[config.mk]
export PLATFORM = sky130hd
export DESIGN_NAME = i2c_timing_master
export DESIGN_NICKNAME = d
export VERILOG_FILES = /design/src/rtl/i2c_tm_pkg.sv /design/src/rtl/i2c_tm_period.sv /design/src/rtl/i2c_tm_timer.sv /design/src/rtl/i2c_tm_shift.sv /design/src/rtl/i2c_timing_master.sv
export SDC_FILE = /design/constraint.sdc
export NUM_CORES = 1
export LEC_CHECK = 0
export ABC_AREA = 1
export CAP_MARGIN = 25
export CORE_MARGIN = 8
export CORE_UTILIZATION = 43
export DETAILED_ROUTE_END_ITERATION = 10
export PLACE_DENSITY = 0.6
export SLEW_MARGIN = 20
export SYNTH_ARGS = -nofsm -noshare
export SYNTH_HDL_FRONTEND = slang
export SYNTH_SLANG_ARGS = --single-unit
[constraint.sdc]
create_clock -name clk -period 2.6 [get_ports clk]
set_clock_uncertainty 0.1 [all_clocks]
set_input_delay 0.26 -clock clk [delete_from_list [all_inputs] [get_ports clk]]
set_output_delay 0.26 -clock clk [all_outputs]
set_load 0.05 [all_outputs]
[src/rtl/i2c_tm_pkg.sv]
package i2c_tm_pkg;

   typedef enum logic [1:0] {
      OP_START = 2'd0,
      OP_WRITE = 2'd1,
      OP_READ  = 2'd2,
      OP_STOP  = 2'd3
   } op_e;

   typedef enum logic [3:0] {
      PH_IDLE,    // bus free, both lines released
      PH_OWN,     // bus owned, SCL held low between commands
      PH_SREL,    // repeated start: SDA released, SCL low
      PH_SSETUP,  // start setup: both released
      PH_SHOLD,   // start hold: SDA low, SCL released
      PH_PLOW,    // stop: SDA low, SCL low
      PH_PSETUP,  // stop setup: SDA low, SCL released
      PH_LOWA,    // bit low phase, before midpoint
      PH_LOWB,    // bit low phase, after midpoint
      PH_HIGH     // bit high phase
   } phase_e;

   localparam int BYTE_W = 8;

endpackage

[src/rtl/i2c_tm_period.sv]
module i2c_tm_period #(
   parameter int CW         = 12,
   parameter int MIN_PERIOD = 4,
   parameter bit LATCH      = 1'b1
) (
   input  logic          clk,
   input  logic          rst,
   input  logic          load,
   input  logic [CW-1:0] cfg,
   output logic [CW-1:0] per_now,
   output logic [CW-1:0] per_run
);

   localparam logic [CW-1:0] MIN_V = CW'(MIN_PERIOD);

   if (MIN_PERIOD < 4) begin : g_bad_min
      $error("MIN_PERIOD must be at least 4");
   end
   if (MIN_PERIOD >= (1 << CW)) begin : g_bad_cw
      $error("CW too narrow for MIN_PERIOD");
   end

   assign per_now = (cfg < MIN_V) ? MIN_V : cfg;

   generate
      if (LATCH) begin : g_latch
         logic [CW-1:0] per_q;
         always_ff @(posedge clk) begin
            if (rst)       per_q <= MIN_V;
            else if (load) per_q <= per_now;
         end
         assign per_run = per_q;
      end else begin : g_live
         assign per_run = per_now;
      end
   endgenerate

endmodule

[src/rtl/i2c_tm_timer.sv]
module i2c_tm_timer #(
   parameter int CW = 12
) (
   input  logic          clk,
   input  logic          rst,
   input  logic          load,
   input  logic [CW-1:0] load_val,
   output logic          expired
);

   logic [CW-1:0] cnt;

   always_ff @(posedge clk) begin
      if (rst)               cnt <= '0;
      else if (load)         cnt <= load_val;
      else if (cnt != '0)    cnt <= cnt - 1'b1;
   end

   assign expired = (cnt == '0);

endmodule

[src/rtl/i2c_tm_shift.sv]
module i2c_tm_shift #(
   parameter int W = 8
) (
   input  logic         clk,
   input  logic         rst,
   input  logic         load,
   input  logic [W-1:0] din,
   input  logic         shift,
   input  logic         bit_in,
   output logic         msb,
   output logic [W-1:0] q
);

   if (W < 2) begin : g_bad_w
      $error("shift width must be at least 2");
   end

   always_ff @(posedge clk) begin
      if (rst)        q <= '0;
      else if (load)  q <= din;
      else if (shift) q <= {q[W-2:0], bit_in};
   end

   assign msb = q[W-1];

endmodule

[src/rtl/i2c_timing_master.sv]
module i2c_timing_master #(
   parameter int CW          = 12,
   parameter int MIN_PERIOD  = 4,
   parameter int START_SETUP = 36,
   parameter int STOP_SETUP  = 24,
   parameter bit LATCH_PER   = 1'b1
) (
   input  logic          clk,
   input  logic          rst,
   input  logic          cmd_valid,
   input  logic [1:0]    cmd_op,
   input  logic [7:0]    cmd_wdata,
   input  logic          cmd_nack,
   input  logic [CW-1:0] period_cfg,
   input  logic          sda_in,
   output logic          scl_drive_low,
   output logic          sda_drive_low,
   output logic          busy,
   output logic          done,
   output logic [7:0]    rd_data,
   output logic          ack_nack
);
   import i2c_tm_pkg::*;

   localparam logic [CW-1:0] START_LD = CW'(START_SETUP - 1);
   localparam logic [CW-1:0] STOP_LD  = CW'(STOP_SETUP - 1);
   localparam int            SAT_W    = 8;
   localparam logic [3:0]    LAST_BIT = 4'(BYTE_W);

   if (START_SETUP < 1 || START_SETUP >= (1 << CW) || START_SETUP > 255) begin : g_bad_ss
      $error("START_SETUP out of range");
   end
   if (STOP_SETUP < 1 || STOP_SETUP >= (1 << CW) || STOP_SETUP > 255) begin : g_bad_ps
      $error("STOP_SETUP out of range");
   end

   phase_e        ph, ph_nx;
   logic [3:0]    bitn;
   logic          sda_q, sda_nx;
   logic          done_q, is_rd, rd_nack_q, nack_q;
   logic          accept, fin, tmr_ld, shf, shl;
   logic [CW-1:0] tmr_val, per_now, per_run, half_now, half_run;
   logic          expired, sh_msb, bit_val;
   logic [7:0]    sh_q;
   op_e           op;

   assign op = op_e'(cmd_op);

   i2c_tm_period #(.CW(CW), .MIN_PERIOD(MIN_PERIOD), .LATCH(LATCH_PER)) u_per (
      .clk(clk), .rst(rst), .load(accept), .cfg(period_cfg),
      .per_now(per_now), .per_run(per_run));

   i2c_tm_timer #(.CW(CW)) u_tmr (
      .clk(clk), .rst(rst), .load(tmr_ld), .load_val(tmr_val), .expired(expired));

   i2c_tm_shift #(.W(BYTE_W)) u_sh (
      .clk(clk), .rst(rst), .load(shl), .din(cmd_wdata), .shift(shf),
      .bit_in(sda_in), .msb(sh_msb), .q(sh_q));

   assign half_now = per_now >> 1;
   assign half_run = per_run >> 1;

   // level for the current bit: data bits, then acknowledge slot
   always_comb begin
      if (bitn < LAST_BIT) bit_val = is_rd ? 1'b0 : ~sh_msb;
      else                 bit_val = is_rd ? ~rd_nack_q : 1'b0;
   end

   always_comb begin
      ph_nx   = ph;
      tmr_ld  = 1'b0;
      tmr_val = '0;
      sda_nx  = sda_q;
      shf     = 1'b0;
      shl     = 1'b0;
      fin     = 1'b0;
      accept  = cmd_valid && ((ph == PH_OWN) || (ph == PH_IDLE && op == OP_START));
      unique case (ph)
         PH_IDLE, PH_OWN: if (accept) begin
            tmr_ld = 1'b1;
            unique case (op)
               OP_START: begin
                  sda_nx = 1'b0;
                  if (ph == PH_OWN) begin ph_nx = PH_SREL;   tmr_val = half_now - 1'b1; end
                  else              begin ph_nx = PH_SSETUP; tmr_val = START_LD;        end
               end
               OP_STOP: begin ph_nx = PH_PLOW; tmr_val = half_now - 1'b1; sda_nx = 1'b1; end
               default: begin ph_nx = PH_LOWA; tmr_val = half_now - 1'b1; shl = 1'b1; end
            endcase
         end
         PH_SREL:   if (expired) begin ph_nx = PH_SSETUP; tmr_ld = 1'b1; tmr_val = START_LD; end
         PH_SSETUP: if (expired) begin
            ph_nx = PH_SHOLD; tmr_ld = 1'b1; tmr_val = per_run - 1'b1; sda_nx = 1'b1;
         end
         PH_SHOLD:  if (expired) begin ph_nx = PH_OWN; fin = 1'b1; end
         PH_PLOW:   if (expired) begin ph_nx = PH_PSETUP; tmr_ld = 1'b1; tmr_val = STOP_LD; end
         PH_PSETUP: if (expired) begin ph_nx = PH_IDLE; sda_nx = 1'b0; fin = 1'b1; end
         PH_LOWA:   if (expired) begin
            ph_nx = PH_LOWB; tmr_ld = 1'b1; tmr_val = per_run - half_run - 1'b1; sda_nx = bit_val;
         end
         PH_LOWB:   if (expired) begin ph_nx = PH_HIGH; tmr_ld = 1'b1; tmr_val = per_run - 1'b1; end
         PH_HIGH:   if (expired) begin
            if (bitn < LAST_BIT) begin
               shf = 1'b1; ph_nx = PH_LOWA; tmr_ld = 1'b1; tmr_val = half_run - 1'b1;
            end else begin
               ph_nx = PH_OWN; fin = 1'b1;
            end
         end
         default: ph_nx = PH_IDLE;
      endcase
   end

   always_ff @(posedge clk) begin
      if (rst) begin
         ph        <= PH_IDLE;
         bitn      <= '0;
         sda_q     <= 1'b0;
         done_q    <= 1'b0;
         is_rd     <= 1'b0;
         rd_nack_q <= 1'b0;
         nack_q    <= 1'b0;
      end else begin
         ph     <= ph_nx;
         sda_q  <= sda_nx;
         done_q <= fin;
         if (accept) begin
            bitn      <= '0;
            is_rd     <= (op == OP_READ);
            rd_nack_q <= cmd_nack;
         end else if (ph == PH_HIGH && expired) begin
            bitn <= bitn + 1'b1;
            if (bitn == LAST_BIT && !is_rd) nack_q <= sda_in;
         end
      end
   end

   assign scl_drive_low = (ph == PH_OWN) || (ph == PH_SREL) || (ph == PH_PLOW) ||
                          (ph == PH_LOWA) || (ph == PH_LOWB);
   assign sda_drive_low = sda_q;
   assign busy          = (ph != PH_IDLE) && (ph != PH_OWN);
   assign done          = done_q;
   assign rd_data       = sh_q;
   assign ack_nack      = nack_q;

   // window counters for the setup checks
   logic [SAT_W-1:0] rel_cnt, hi_cnt;
   always_ff @(posedge clk) begin
      if (rst) begin
         rel_cnt <= '0;
         hi_cnt  <= '0;
      end else begin
         if (scl_drive_low || sda_drive_low) rel_cnt <= '0;
         else if (rel_cnt != '1)             rel_cnt <= rel_cnt + 1'b1;
         if (scl_drive_low || !sda_drive_low) hi_cnt <= '0;
         else if (hi_cnt != '1)               hi_cnt <= hi_cnt + 1'b1;
      end
   end

   AST_START_SETUP: assert property (@(posedge clk) disable iff (rst)
      ($rose(sda_drive_low) && !scl_drive_low) |-> (rel_cnt >= SAT_W'(START_SETUP)));
   AST_STOP_SETUP: assert property (@(posedge clk) disable iff (rst)
      ($fell(sda_drive_low) && !scl_drive_low) |-> (hi_cnt >= SAT_W'(STOP_SETUP)));
   AST_SDA_STILL_HIGH: assert property (@(posedge clk) disable iff (rst)
      (ph == PH_HIGH && $past(ph) == PH_HIGH) |-> $stable(sda_drive_low));
   AST_DONE_SINGLE: assert property (@(posedge clk) disable iff (rst)
      done |=> !done);
   AST_DONE_NOT_BUSY: assert property (@(posedge clk) disable iff (rst)
      done |-> !busy);
   AST_HOLD_STEADY: assert property (@(posedge clk) disable iff (rst)
      (!busy && $past(!busy)) |-> ($stable(scl_drive_low) && $stable(sda_drive_low)));

endmodule

# Word level (Yosys, flattened, before mapping)
# Cells that the tools add are included.
[word_totals]
ff_bits = 45
output_inout_bits = 13
inputBits = 27
wordCells = 122
[classes]
n_addsub = 7
mux = 49
reduce_logical = 28
n_bitwise = 3
eq_ne = 23
n_lt_le_gt_ge = 2
[ops]
columns = ["cell", "n"]
rows = [
  ["$mux W12", 10],
  ["$pmux W12 S6", 1],
  ["$mux W4", 9],
  ["$pmux W4 S9", 1],
  ["$sub A12 B1 Y12 const B", 3],
  ["$sub A11 B1 Y12 const B", 2],
  ["$mux W1", 18],
  ["$ne A2 B2 Y1 const B", 9],
  ["$eq A4 B3 Y1 const B", 4],
  ["$mux W8", 2],
  ["$eq A4 B4 Y1 const B", 3],
  ["$logic_not A12 Y1", 1],
  ["$lt A12 B3 Y1 const B", 1],
  ["$reduce_bool A12 Y1", 1],
  ["$sub A12 B11 Y12", 1],
  ["$reduce_or A2 Y1", 5],
  ["$reduce_and A9 Y1", 1],
  ["$eq A4 B2 Y1 const B", 2],
  ["$pmux W4 S2", 1],
  ["$reduce_bool A4 Y1", 2],
  ["$mux W6", 1],
  ["$reduce_and A6 Y1", 1],
  ["$logic_and A1 B1 Y1", 5],
  ["$logic_or A1 B1 Y1", 5],
  ["other kinds (18)", 23],
]

# Longest topological paths before layout
[depth]
depth_word = 8
depth_mapped = 17
mapped_depth_nobuf = 17

# Modules after synthesis
# Synthesis repeated with hierarchy kept, for this count alone.
[hier_totals]
cells_unflattened = 722
area_unflattened_um2 = 4445.5
[by_module_without_submodules]
columns = ["mod", "cells_each", "instances", "seq_area_each_um2", "area_each_um2"]
rows = [
  ["i2c_timing_master", 445, 1, 260.2, 2613.8],
  ["i2c_tm_timer", 139, 1, 240.2, 875.8],
  ["i2c_tm_period", 74, 1, 240.2, 536.8],
  ["i2c_tm_shift", 64, 1, 160.2, 419.2],
]

# Least setup slack after synthesis
# Ideal clock, no wire load.
[synth_timing]
kind = "flip-flop to output port"
start = "register ph[3]"
end = "output scl_drive_low"
required_time_ns = 2.240
path_buffers = 0
t_arrival_ns = 1.692
slack_ns = 0.548
path_stages_with_launch = 4
path_cell_list = "dfxtp_1 > nor2_2 > inv_1 > o21ai_0"
[synth_between]
elab_chain_cells = 5
word_cells_on_any_way = 9
classes_between = "eq/ne (5); reduce/logical (4)"
[synth_lines]
columns = ["item", "line_no", "rtl"]
rows = [
  ["start, declared", "i2c_timing_master.sv:37", "phase_e ph, ph_nx;"],
  ["start signal, assigned", "i2c_timing_master.sv:123", "ph <= ph_nx;"],
  ["$eq A4 B1 Y1 or $eq A4 B2 Y1 (tied branches)", "i2c_timing_master.sv:137", "assign scl_drive_low = (ph == PH_OWN) || (ph == PH_SREL) || (ph == PH_PLOW) ||"],
  ["$logic_or A1 B1 Y1 (3 in a row)", "i2c_timing_master.sv:137", ""],
  ["$logic_or A1 B1 Y1 *", "i2c_timing_master.sv:138", "(ph == PH_LOWA) || (ph == PH_LOWB);"],
  ["end, declared", "i2c_timing_master.sv:16", "output logic scl_drive_low,"],
]
# Every way passes the cells marked *; elsewhere a longest branch is shown, timed or not.

# Final worst setup path
[layout_timing]
start = "register ph[3]"
end = "output busy"
[layout_between]
elab_chain_cells = 2
word_cells_on_any_way = 3
classes_between = "eq/ne (1); reduce/logical (2)"
[layout_lines]
columns = ["item", "line_no", "rtl"]
rows = [
  ["$ne A4 B1 Y1 or $reduce_bool A4 Y1 (tied branches)", "i2c_timing_master.sv:140", "assign busy = (ph != PH_IDLE) && (ph != PH_OWN);"],
  ["$logic_and A1 B1 Y1 *", "i2c_timing_master.sv:140", ""],
  ["end, declared", "i2c_timing_master.sv:18", "output logic busy,"],
]
# Marked as above.

==> flow_summary_export.csv <==
group,metric,value,unit
logic_synthesis,synth_edf_count,0,
logic_synthesis,synthSimpleGateAreaFrac,38.3,%
power_and_ir_drop,ir_worst_vdd,0.336,mV
setup_path,worst_setup_path_start_kind,"flop",
route,drt-initial-drc-count,296,
timing,report.final.setup_viol,0,
clock_tree,postCtsHoldBufs,0,
final_layout,diodes,0,
route,vias,4278,
power_and_ir_drop,p_leak,2.19,nW
timing,fmax,0.444,GHz
setup_path,worstReg2RegStart,"u_per.per_run[1]$_SDFFE_PP0P_",
clock_tree,cts.clk_slew.worst_paths,0.11,ns
route,drtPass1Iterations,4,
setup_path,crit_required,2.24,ns
logic_synthesis,synth_commonest_cells,"135 x nand2_1, 86 x nor2_1, 82 x inv_1, 60 x nand3_1, 45 x dfxtp_1",
min_path,hp-start,"rd_nack_q$_SDFFE_PP0P_",
power_and_ir_drop,power_density,884,nW/um^2
logic_synthesis,synth_top_family_by_area,"simple AND/OR/NAND/NOR gates",
logic_synthesis,synth_ff_type,"dfxtp_1",
min_path,hp-class,"reg2reg",
setup_path,crit_arrival,1.89,ns
timing,finalCriticalPeriod,2.25,ns
grt,antenna_found_initial,0,
grt,overflow,0,
logic_synthesis,synth_top_cell_by_area,"dfxtp_1",
die,core_area,9550,sq um
die,start_util,43.4,%
logic_synthesis,synth_seq_area_share,21.7,%
clock_tree,cts_resized,0,
grt,grt_usage,18.7,%
setup_path,cp_max_fo,7,
logic_synthesis,syn_nets,700,
die,die_h,114,um
timing,maxSlewHeadroom,66.1,%
route,wl_per_cell,14.7,um
grt,grt_max_degree,18,
clock_tree,clk_path_buf_depth,2,
grt,grt_pass1_vias,3991,
min_path,holdPathEnd,"rd_nack_q$_SDFFE_PP0P_",
final_layout,seqCellArea,901,sq um
grt,grt_pass1_wl,19800,um
die,rows,36,
route,wirelength,12100,um
final_layout,finish.instance_area,4800,sq um
clock_tree,cts_tree,"yes",
timing,finalHoldViolCount,0,
final_layout,multi_input_area,2820,sq um
final_layout,fillCellCount,1026,
logic_synthesis,synth.top_cell.area_share,21.7,%
logic_synthesis,ys_ff_latch,45,
logic_synthesis,postSynthAreaPerCell,6.48,sq um
clock_tree,htreeDepth,2,
setup_path,cp_num_buf_inv,2,
setup_path,r2r-end,"u_tmr.cnt[11]$_SDFFE_PP0P_",
setup_path,slowest_stage,"clkdlybuf4s50_1",
logic_synthesis,synthMuxAreaShare,0,%
place,place.detailed.hpwl,9770,um
final_layout,drive_above_1_share,9.75,%
timing,tns,0,ns
logic_synthesis,async_flop_share,0,%
clock_tree,clkLatencyLatePin,0.32,ns
die,dieArea,13000,sq um
timing,rsz0062_at_grt,"false",
logic_synthesis,synthTopCellsByArea,"dfxtp_1 22%, nand2_1 12%, ha_1 9.7%, nor2_1 7.8%, inv_1 7.4%",
route,routed_via_density,5.22,
job,max-cap-violations,0,
setup_path,slowest_delay,0.82,ns
logic_synthesis,synthAdderAreaFrac,10.1,%
logic_synthesis,syn_area,4150,sq um
timing,whs,0.354,ns
clock_tree,cts_buffers,5,
place,port_buffers,39,
status,outcome,"complete, no violations",
setup_path,reg2reg_slack,0.37,ns
setup_path,rr_worst_depth,11,
timing,worst_pin_slew,0.506,ns
setup_path,crit_family,"buffers and inverters",
logic_synthesis,synthDistinctLibCells,42,
setup_path,worstPathCellList,"inv_2 > nand2_4 > clkdlybuf4s50_1",
timing,post-route-period-util,86.6,%
timing,maxSlewViolCount,0,
clock_tree,cts_setup_buffers,0,
power_and_ir_drop,total_power,0.00425,W
final_layout,syn_to_final_growth,15.8,%
place,place_area,4710,sq um
die,die_x,114,um
route,ant_nets,0,
final_layout,instances_no_fill,820,
route,drt_drc_violations_left,0,
place,gp_congestion,0.896,
die,ios,40,
logic_synthesis,syn_inst,640,
logic_synthesis,synth-xor-area-share,4.86,%
min_path,whs_path_depth,2,
setup_path,endpoint_kind,"output pin",
clock_tree,cts_sinks,45,
logic_synthesis,synth_compound_area_share,14.8,%
clock_tree,root_buffer,"clkbuf_8",
logic_synthesis,ys_warn_count,0,
final_layout,final_nets,746,
place,place_inst,812,
logic_synthesis,yosysMostFrequentCell,"nand2_1",
setup_path,worstSetupPathType,"reg2out",
[worst register-to-register path: stages (launching register included)]
cell     delay (ns)
dfxtp_1        0.32
inv_1          0.24
ha_1           0.30
nand2_1        0.14
nor2_1         0.25
nand2_1        0.14
nor3_1         0.16
nor2_1         0.06
a21oi_1        0.20
nand2_1        0.10
nor2_1         0.10
nor2_1         0.04
[worst max-delay path by stage]
| stage | from | end | slack [ns] | cells past startpoint |
|---|---|---|---|---|
| global route | u_per.per_run[2]$_SDFFE_PP1P_ | u_tmr.cnt[11]$_SDFFE_PP0P_ | 0.20 | 12 |
| global placement | period_cfg[8] | u_tmr.cnt[10]$_SDFFE_PP0P_ | 0.17 | 16 |
| floorplan | ph[3]$_SDFFE_PP0P_ | scl_drive_low | 0.55 | 3 |
| detailed placement | period_cfg[8] | u_tmr.cnt[10]$_SDFFE_PP0P_ | 0.09 | 16 |
| finish | ph[3]$_SDFFE_PP0P_ | busy | 0.35 | 3 |
| CTS | ph[3]$_SDFFE_PP0P_ | busy | 0.34 | 3 |
[logic make-up after synthesis]
group	after synthesis
AO/OA/AOI/OAI	102
XOR/XNOR	23
adder cells (fa/ha/maj)	33
buffers and inverters	104
flip-flops	45
AND/OR/NAND/NOR	333
[metal layers]
| metal | up-vias | part of all wire [%] | global-route usage [%] |
|---|---|---|---|
| li1 | 2193 | - | - |
| met1 | 1971 | 50 | 25.4 |
| met2 | 102 | 45 | 29.9 |
| met3 | 12 | 4.7 | 3.22 |
| met4 | 0 | 1.1 | 4.17 |
| met5 | - | 0 | 0 |
[power breakdown]
| group | internal, W | total, W | switching [W] |
|---|---|---|---|
| combinational | 0.000965 | 0.00273 | 0.00177 |
| sequential | 0.000844 | 0.00101 | 0.000166 |
| clock | 0.000201 | 0.000503 | 0.000302 |
| total | 0.00201 | 0.00425 | 0.00224 |
[cells in the final DEF (no fill, tap or decap), types with 8 or more instances in the layout]
cell type / synthesis / routed
nand4_1: 12 / 12
o21ai_0: 24 / 24
nand3_1: 60 / 60
nand2_4: 8 / 8
o22ai_1: 13 / 13
nand2_1: 135 / 135
inv_1: 82 / 82
o211ai_1: 8 / 8
ha_1: 32 / 32
nor2_1: 86 / 86
a21oi_1: 32 / 32
inv_2: 11 / 11
clkdlybuf4s50_1: 0 / 38
dfxtp_1: 45 / 45
buf_4: 2 / 11
xor2_1: 16 / 16
[area by class of cell]
type,count,share of cell area (%)
timing repair buffer,49,9.64
inverter,94,7.37
sequential,45,18.8
clock inverter,3,0.547
clock buffer,5,1.43
multi-input combinational,491,58.8
tap,133,3.47
[sequential cells by signal (all words and copies together), names as in the netlist]
signal / flops
is_rd: 1
sda_drive_low: 1
u_sh.q: 8
u_tmr.cnt: 12
ack_nack: 1
done: 1
ph: 4
bitn: 4
rd_nack_q: 1
u_per.per_run: 12
[stage by stage]
stage                     setup WS [ns]  utilization [%]
after floorplan                   0.548                -
after global placement            0.169             49.3
after detailed placement         0.0939             49.3
after CTS                         0.344             50.3
after global routing              0.197             50.3
final                             0.350             50.3
Note: power is estimated with default switching activity, not from simulation.
